**config.mk**
```make
export PLATFORM = sky130hd
export DESIGN_NAME = thre_pacer
export DESIGN_NICKNAME = d
export VERILOG_FILES = /design/src/rtl/thre_pkg.sv /design/src/rtl/pace_timer.sv /design/src/rtl/empty_flags.sv /design/src/rtl/thre_pacer.sv
export SDC_FILE = /design/constraint.sdc
export NUM_CORES = 1
export LEC_CHECK = 0
export BUFFER_PORTS_ARGS = -buffer_cell sky130_fd_sc_hd__buf_2
export CAP_MARGIN = 20
export CORE_AREA = 2 2 74 69
export CTS_CLUSTER_SIZE = 40
export DETAILED_ROUTE_END_ITERATION = 10
export DIE_AREA = 0 0 76 71
export SLEW_MARGIN = 20
export SYNTH_ARGS = -nofsm -noshare
export SYNTH_HDL_FRONTEND = slang
export SYNTH_HIERARCHICAL = 1
export SYNTH_SLANG_ARGS = --single-unit
```
**constraint.sdc**
```tcl
create_clock -name clk -period 2.42 [get_ports clk]
set_input_delay 0.484 -clock clk [delete_from_list [all_inputs] [get_ports clk]]
set_output_delay 0.484 -clock clk [all_outputs]
set_load 0.02 [all_outputs]
```
**src/rtl/thre_pkg.sv**
```systemverilog
// Shared types for the paced transmit-empty status generator.
// Assumes nothing beyond a single clock domain.
package thre_pkg;
    parameter int unsigned PACE_W_DEF = 24;

    // Registered status bits held by the flag controller.
    typedef struct packed {
        logic host_empty;
        logic local_empty;
        logic irq;
    } thre_flags_t;

    localparam thre_flags_t FLAGS_RESET = '{host_empty: 1'b1, local_empty: 1'b1, irq: 1'b0};
endpackage

```
**src/rtl/pace_timer.sv**
```systemverilog
// Down-counting pacing timer clocked by baud ticks.
// Assumes start and abort are single-cycle strobes. start has priority over abort.
// done is combinational: high in the tick cycle that ends the count.
module pace_timer #(
    parameter int unsigned CNT_W = 24
) (
    input  logic             clk,
    input  logic             rst_n,
    input  logic             start,
    input  logic             abort,
    input  logic             tick,
    input  logic [CNT_W-1:0] load_val,
    output logic             busy,
    output logic             done
);
    localparam logic [CNT_W-1:0] ONE = CNT_W'(1);

    logic [CNT_W-1:0] cnt;

    // Expiry: running, ticking, at the last step, and not overridden by a strobe.
    assign done = busy && tick && (cnt <= ONE) && !abort;

    // Load, abort, decrement and expiry of the counter.
    always_ff @(posedge clk) begin
        if (!rst_n) begin
            busy <= 1'b0;
            cnt  <= '0;
        end else if (start) begin
            busy <= 1'b1;
            cnt  <= load_val;
        end else if (abort || done) begin
            busy <= 1'b0;
        end else if (busy && tick) begin
            cnt <= cnt - ONE;
        end
    end


    idle_stays_idle_chk: assert property (@(posedge clk) disable iff (!rst_n)
        (!busy && !start) |=> !busy);

    load_starts_chk: assert property (@(posedge clk) disable iff (!rst_n)
        start |=> busy);
endmodule

```
**src/rtl/empty_flags.sv**
```systemverilog
// Holds the host and local empty bits, the local interrupt and the permit pulse.
// Assumes done comes from the pacing timer and is low whenever host_wr or local_rd is high.
module empty_flags
    import thre_pkg::*;
(
    input  logic clk,
    input  logic rst_n,
    input  logic host_wr,
    input  logic local_rd,
    input  logic pace_en,
    input  logic done,
    output logic host_empty,
    output logic local_empty,
    output logic local_irq,
    output logic xfer_permit
);
    thre_flags_t flags;

    // Update the status bits. A write wins over a read in the same cycle.
    always_ff @(posedge clk) begin
        if (!rst_n) begin
            flags <= FLAGS_RESET;
        end else if (host_wr) begin
            flags <= '{host_empty: 1'b0, local_empty: 1'b0, irq: 1'b1};
        end else if (local_rd) begin
            flags.local_empty <= 1'b1;
            flags.irq         <= 1'b0;
            if (!pace_en) flags.host_empty <= 1'b1;
        end else if (done) begin
            flags.host_empty <= 1'b1;
        end
    end

    // Register the expiry as the transfer-permit pulse.
    always_ff @(posedge clk) begin
        if (!rst_n) xfer_permit <= 1'b0;
        else        xfer_permit <= done;
    end

    assign host_empty  = flags.host_empty;
    assign local_empty = flags.local_empty;
    assign local_irq   = flags.irq;


    wr_clears_chk: assert property (@(posedge clk) disable iff (!rst_n)
        host_wr |=> (!host_empty && !local_empty && local_irq));

    rd_mirror_chk: assert property (@(posedge clk) disable iff (!rst_n)
        (local_rd && !host_wr) |=> (local_empty && !local_irq));

    unpaced_rd_chk: assert property (@(posedge clk) disable iff (!rst_n)
        (local_rd && !host_wr && !pace_en) |=> (host_empty && !xfer_permit));

    permit_single_chk: assert property (@(posedge clk) disable iff (!rst_n)
        xfer_permit |=> !xfer_permit);
endmodule

```
**src/rtl/thre_pacer.sv**
```systemverilog
// Top of the paced transmit-empty status generator.
// A host write raises the local interrupt. The local read sets the mirrored bit at once.
// It sets the host bit either at once or after a tick-paced delay.
// Assumes all strobes are synchronous to clk and one cycle wide.
module thre_pacer #(
    parameter int unsigned PACE_W = thre_pkg::PACE_W_DEF
) (
    input  logic              clk,
    input  logic              rst_n,
    input  logic              host_wr,
    input  logic              local_rd,
    input  logic              pace_en,
    input  logic [PACE_W-1:0] pace_const,
    input  logic              tick,
    output logic              host_empty,
    output logic              local_empty,
    output logic              local_irq,
    output logic              xfer_permit
);
    logic tmr_start;
    logic tmr_abort;
    logic tmr_busy;
    logic tmr_done;

    // Any strobe ends a running count. Only a paced read that no write overrides starts one.
    assign tmr_start = local_rd && !host_wr && pace_en;
    assign tmr_abort = host_wr || local_rd;

    pace_timer #(.CNT_W(PACE_W)) u_timer (
        .clk      (clk),
        .rst_n    (rst_n),
        .start    (tmr_start),
        .abort    (tmr_abort),
        .tick     (tick),
        .load_val (pace_const),
        .busy     (tmr_busy),
        .done     (tmr_done)
    );

    empty_flags u_flags (
        .clk         (clk),
        .rst_n       (rst_n),
        .host_wr     (host_wr),
        .local_rd    (local_rd),
        .pace_en     (pace_en),
        .done        (tmr_done),
        .host_empty  (host_empty),
        .local_empty (local_empty),
        .local_irq   (local_irq),
        .xfer_permit (xfer_permit)
    );


    permit_with_empty_chk: assert property (@(posedge clk) disable iff (!rst_n)
        xfer_permit |-> host_empty);

    idle_no_permit_chk: assert property (@(posedge clk) disable iff (!rst_n)
        !tmr_busy |=> !xfer_permit);

    empty_rise_cause_chk: assert property (@(posedge clk) disable iff (!rst_n)
        $rose(host_empty) |-> (xfer_permit || $past(local_rd && !host_wr && !pace_en)));

    write_no_permit_chk: assert property (@(posedge clk) disable iff (!rst_n)
        host_wr |=> !xfer_permit);
endmodule

```
Yosys cells after proc, flatten, opt, wreduce, memory -nomap -nowiden
Index checks and enable logic that the tools add are counted.
{"block": "totals", "regBits": 29, "inputBits": 30, "output_inout_bits": 4, "word_cells": 35}
{"block": "classes", "n_addsub": 1, "n_lt_le_gt_ge": 1, "eq_ne": 2, "n_mux": 10, "reduce_logical": 15}
{"cell": "$mux 24", "n": 3}
{"cell": "$le 24x1->1 const B", "n": 1}
{"cell": "$sub 24x1->24 const B", "n": 1}
{"cell": "$reduce_bool 2->1", "n": 3}
{"cell": "$logic_and 1x1->1", "n": 5}
{"cell": "$mux 1", "n": 5}
{"cell": "$reduce_and 2->1", "n": 2}
{"cell": "$mux 3", "n": 1}
{"cell": "$ne 3x3->1 const B", "n": 1}
{"cell": "$reduce_bool 3->1", "n": 1}
{"cell": "$logic_not 1->1", "n": 2}
{"cell": "$logic_or 1x1->1", "n": 2}
{"cell": "$mux 2", "n": 1}
{"cell": "$ne 2x2->1 const B", "n": 1}

Logic depth before layout (Yosys ltp)
{"block": "logic_depth", "ltp_word": 6, "ltp_mapped": 9, "mapped_depth_nobuf": 8}

By module
The synthesis kept the hierarchy.
{"mod": "pace_timer", "n_inst": 1, "cells_per_inst": 187, "area_each_um2": 1654.1, "seq_area_each_um2": 500.5}
{"mod": "empty_flags", "n_inst": 1, "cells_per_inst": 13, "area_each_um2": 136.4, "seq_area_each_um2": 80.1}
{"mod": "thre_pacer", "n_inst": 1, "cells_per_inst": 2, "area_each_um2": 16.3, "seq_area_each_um2": 0.0}

Least setup slack after synthesis
No wires, ideal clock.
{"block": "synth_timing", "kind": "reg2reg", "from": "reg u_timer.cnt[0]", "to": "reg u_timer.cnt[11]", "setup_ps": 122, "t_arrival_ps": 2076, "required_time_ps": 2298, "slack_ps": 222, "path_stages_with_launch": 9, "n_path_buf": 1, "period_less_slack_ps": 2198, "path_cell_list": "dfxtp_1 inv_1 ha_1 nor2_1 or4b_4 o31ai_4 buf_6 nor4_1 o311a_1"}
{"block": "synth_via", "elab_chain_len": 6, "elab_cells_between_ends": 10, "classes_between": "1 x add/sub; 1 x order compare; 1 x eq/ne; 3 x mux; 4 x reduce/logical"}
{"element": "start, declared", "line": "pace_timer.sv:18", "text": "logic [CNT_W-1:0] cnt;"}
{"element": "start signal, assigned", "line": "pace_timer.sv:30", "text": "cnt <= load_val;"}
{"element": "start signal, assigned", "line": "pace_timer.sv:34", "text": "cnt <= cnt - ONE;"}
{"element": "$le 24x1->1", "line": "pace_timer.sv:21", "text": "assign done = busy && tick && (cnt <= ONE) && !abort;"}
{"element": "$logic_and 1x1->1 (2 in series)", "line": "pace_timer.sv:21"}
{"element": "$logic_or 1x1->1", "line": "pace_timer.sv:31", "text": "end else if (abort || done) begin"}
{"element": "$ne 2x2->1 (no source line)"}
{"element": "$reduce_and 2->1 (no source line)"}
Parallel ways exist; a longest one is shown, timed or not. The select of a mux whose other input is x is not followed.
A chain may end at the register's enable or synchronous reset.

Worst setup path after layout
Same ends and word-level chain as after synthesis.

==> impl_metrics.toml <==
[clock_network]
cts.hold.buffers_added = 0
cts-root-buf = "clkbuf_8"
numCtsBuffers = 5
cts_tree = "yes"
cts.sinks = 29
cts_setup_buffers = 0
insertion_delay_ns = 0.28
cts.clk_slew.worst_paths_ns = 0.06
cts_buffer_depth = 2
cts_resized = 0
cts_htree_levels = 2

[global_routing]
grt_pass1_vias = 1544
grt_pass1_wl_um = 7220
antenna_found_initial = 0
grt_max_degree = 34
grt.total_usage_pct = 16.6
grt-ovfl-total = 0

[die]
ios = 34
fp.dieW_um = 76
core_sq_mm = 0.00465
start_util_pct = 38.8
dieArea_sq_mm = 0.00540
row_count = 24
chipHeight_um = 71

[yosys]
postSynthCellCount = 202
synth_warnings = 6
ys_async_sr_fraction_pct = 0
ys_ff_latch = 29
ys_types = 54
synthesis.area_sq_mm = 0.00181
ys_seq_area_share_pct = 32.1
synth_nets = 234
synth_edf_count = 0
avgSynthCellArea_sq_um = 8.94
synthFlopType = "dfxtp_1"

[timing]
fmax_ghz = 0.444
setup_tns_ns = 0
hold_viol = 0
fin_skew_ns = 0.00322
slew_headroom_pct = 53.8
rsz0062_at_grt = "false"
setup_viol = 0
min_period_ns = 2.25
fin_crit_sh_pct = 93.1
worst_slack_ns = 0.168
maxSlewViolCount = 0
tightest_slew_ns = 0.675

[drt]
wl_met2_um = 1850
dr_total_vias = 1673
routedLengthMet1_um = 2150
highest_layer = "met4"
drt_wl_total_um = 4210
drc = 0
drt_first_pass_iters = 4
wl_met3_um = 147
routedWlPerCell_um = 13.5
postRouteAntennaNets = 0
avgViaCountPerCell = 5.38
drtIter0Drc = 44

[layout]
utilization_pct = 46.5
area_growth_pct = 19.9
fillers = 480
fin_nets = 277
drive_gt1_share_pct = 30.9
num_antenna_cells = 0

[setup_path]
crit_slowest_cell = "or4b_4"
worstSetupPathType = "flip-flop to flip-flop"
cp_max_fo = 12
r2r_start = "u_timer/cnt[0]$_SDFFE_PN0P_"
crit_path_end_kind = "flip-flop"
max_stage_delay_ns = 0.56
cp-start-kind = "flip-flop"
required_ns = 2.59
path_cells = "inv_1 -> ha_1 -> nor2_1 -> or4b_4 -> o31ai_4 -> nor4_1 -> o311a_1"
critPathArrivalTime_ns = 2.42
critPathLaunch = "u_timer/cnt[0]$_SDFFE_PN0P_"

[placement]
port_buffers = 33
place_ws_ns = 0.0227
hpwl_um = 3060
place_congestion = 0.831

[outcome]
status = "finished, final reports clean"

[min_path]
min_from = "pace_const[23]"
hold_class = "input pin to flip-flop"

[power]
p_leak_nw = 0.786
vdd_drop_max_mv = 0.324
powerDensity_mw_per_mm2 = 537

[flow_run]
drv_cap = 0
cells in the final DEF (no fill, tap or decap), types with 5 or more instances in the layout:
cell and count:
nand3_1 9, buf_4 16, o21ai_0 22, clkbuf_8 5, xnor2_1 12, dfxtp_1 29, a2111oi_0 8, buf_2 33
nand2_1 5, a31oi_1 7, nor2_1 10, a21oi_1 10, nand2b_1 5
per-stage QoR:
stage	area (sq um)	hold WS [ns]	power, mW	cells
after global placement	2090	0.481	0.789	303
final	2170	0.442	1.16	311
after global routing	2170	0.455	1.23	311
after floorplan	1810	0.477	0.713	202
after detailed placement	2090	0.500	0.791	303
after CTS	2170	0.434	1.18	311
cell families (layout without fill, tap and decap cells):
logic type | count (synthesis) | in the layout | synth area share [%]
buffers and inverters | 16 | 60 | 5.82
DFF | 29 | 29 | 32.1
and+or+nand+nor | 73 | 73 | 27.2
xor gates and xnor gates | 12 | 12 | 5.82
adders and majority gates | 2 | 2 | 1.38
AOI/OAI and AO/OA | 70 | 70 | 27.6
synthesized netlist by cell type (3+ instances only):
cell type  number  share of area [%]
nor2b_1         3                1.0
a211oi_1        4                1.7
o31a_2          3                1.7
dfxtp_1        29                 32
or3_1           4                1.4
nand4b_1        4                1.9
nor4_1          4                1.4
xnor2_1        12                5.8
nand2_1         5                1.0
a31oi_1         7                2.4
inv_1           3               0.62
nand2b_1        5                1.7
clkbuf_8        3                2.3
nor2_1         10                2.1
a21oi_1        10                2.8
o41ai_1         3                1.5
a2111oi_0       8                3.9
o21ai_0        22                6.1
clkbuf_1        6                1.2
nor3_1          3               0.83
nand3_1         9                2.5
final cells by class:
type	count	area [sq um]	area share, %
tap	65	81.3	3.76
timing repair buffer	49	285	13.2
sequential	29	581	26.8
multi-input combinational	157	1130	52.1
clock buffer	8	80.1	3.70
inverter	3	11.3	0.520
report_power, final:
part / switching [mW] / internal, mW
Sequential: 0.0279 / 0.503
Combinational: 0.141 / 0.110
Clock: 0.176 / 0.204
sequential cells by signal, summed over array words and instances (netlist names):
register / flops
u_flags/local_irq: 1
u_timer/cnt: 24
u_flags/host_empty: 1
u_flags/local_empty: 1
u_flags/xfer_permit: 1
u_timer/busy: 1
metal layers:
| layer | global-route usage, % | vias to the layer above |
|---|---|---|
| li1 | - | 871 |
| met1 | 22.7 | 772 |
| met2 | 25.5 | 25 |
| met3 | 4.08 | 5 |
| met4 | 6.67 | 0 |
| met5 | 0 | - |
final timing paths:
path,end,slack [ns],cells after the start
min reg2reg,u_flags/local_empty$_SDFFE_PN1P_,0.50,2
max reg2reg,u_timer/cnt[11]$_SDFFE_PN0P_,0.17,7
max,u_timer/cnt[11]$_SDFFE_PN0P_,0.17,7
min,u_timer/cnt[23]$_SDFFE_PN0P_,0.44,3
worst max-delay path: cells and delay by family, from the launching register on:
family / cells / cell delay (ns)
compound gates: 2 / 0.78
flops: 1 / 0.34
buf+inv: 1 / 0.10
fa+ha+maj: 1 / 0.17
simple gates: 3 / 0.75
Power figures use the tool's default switching activity.
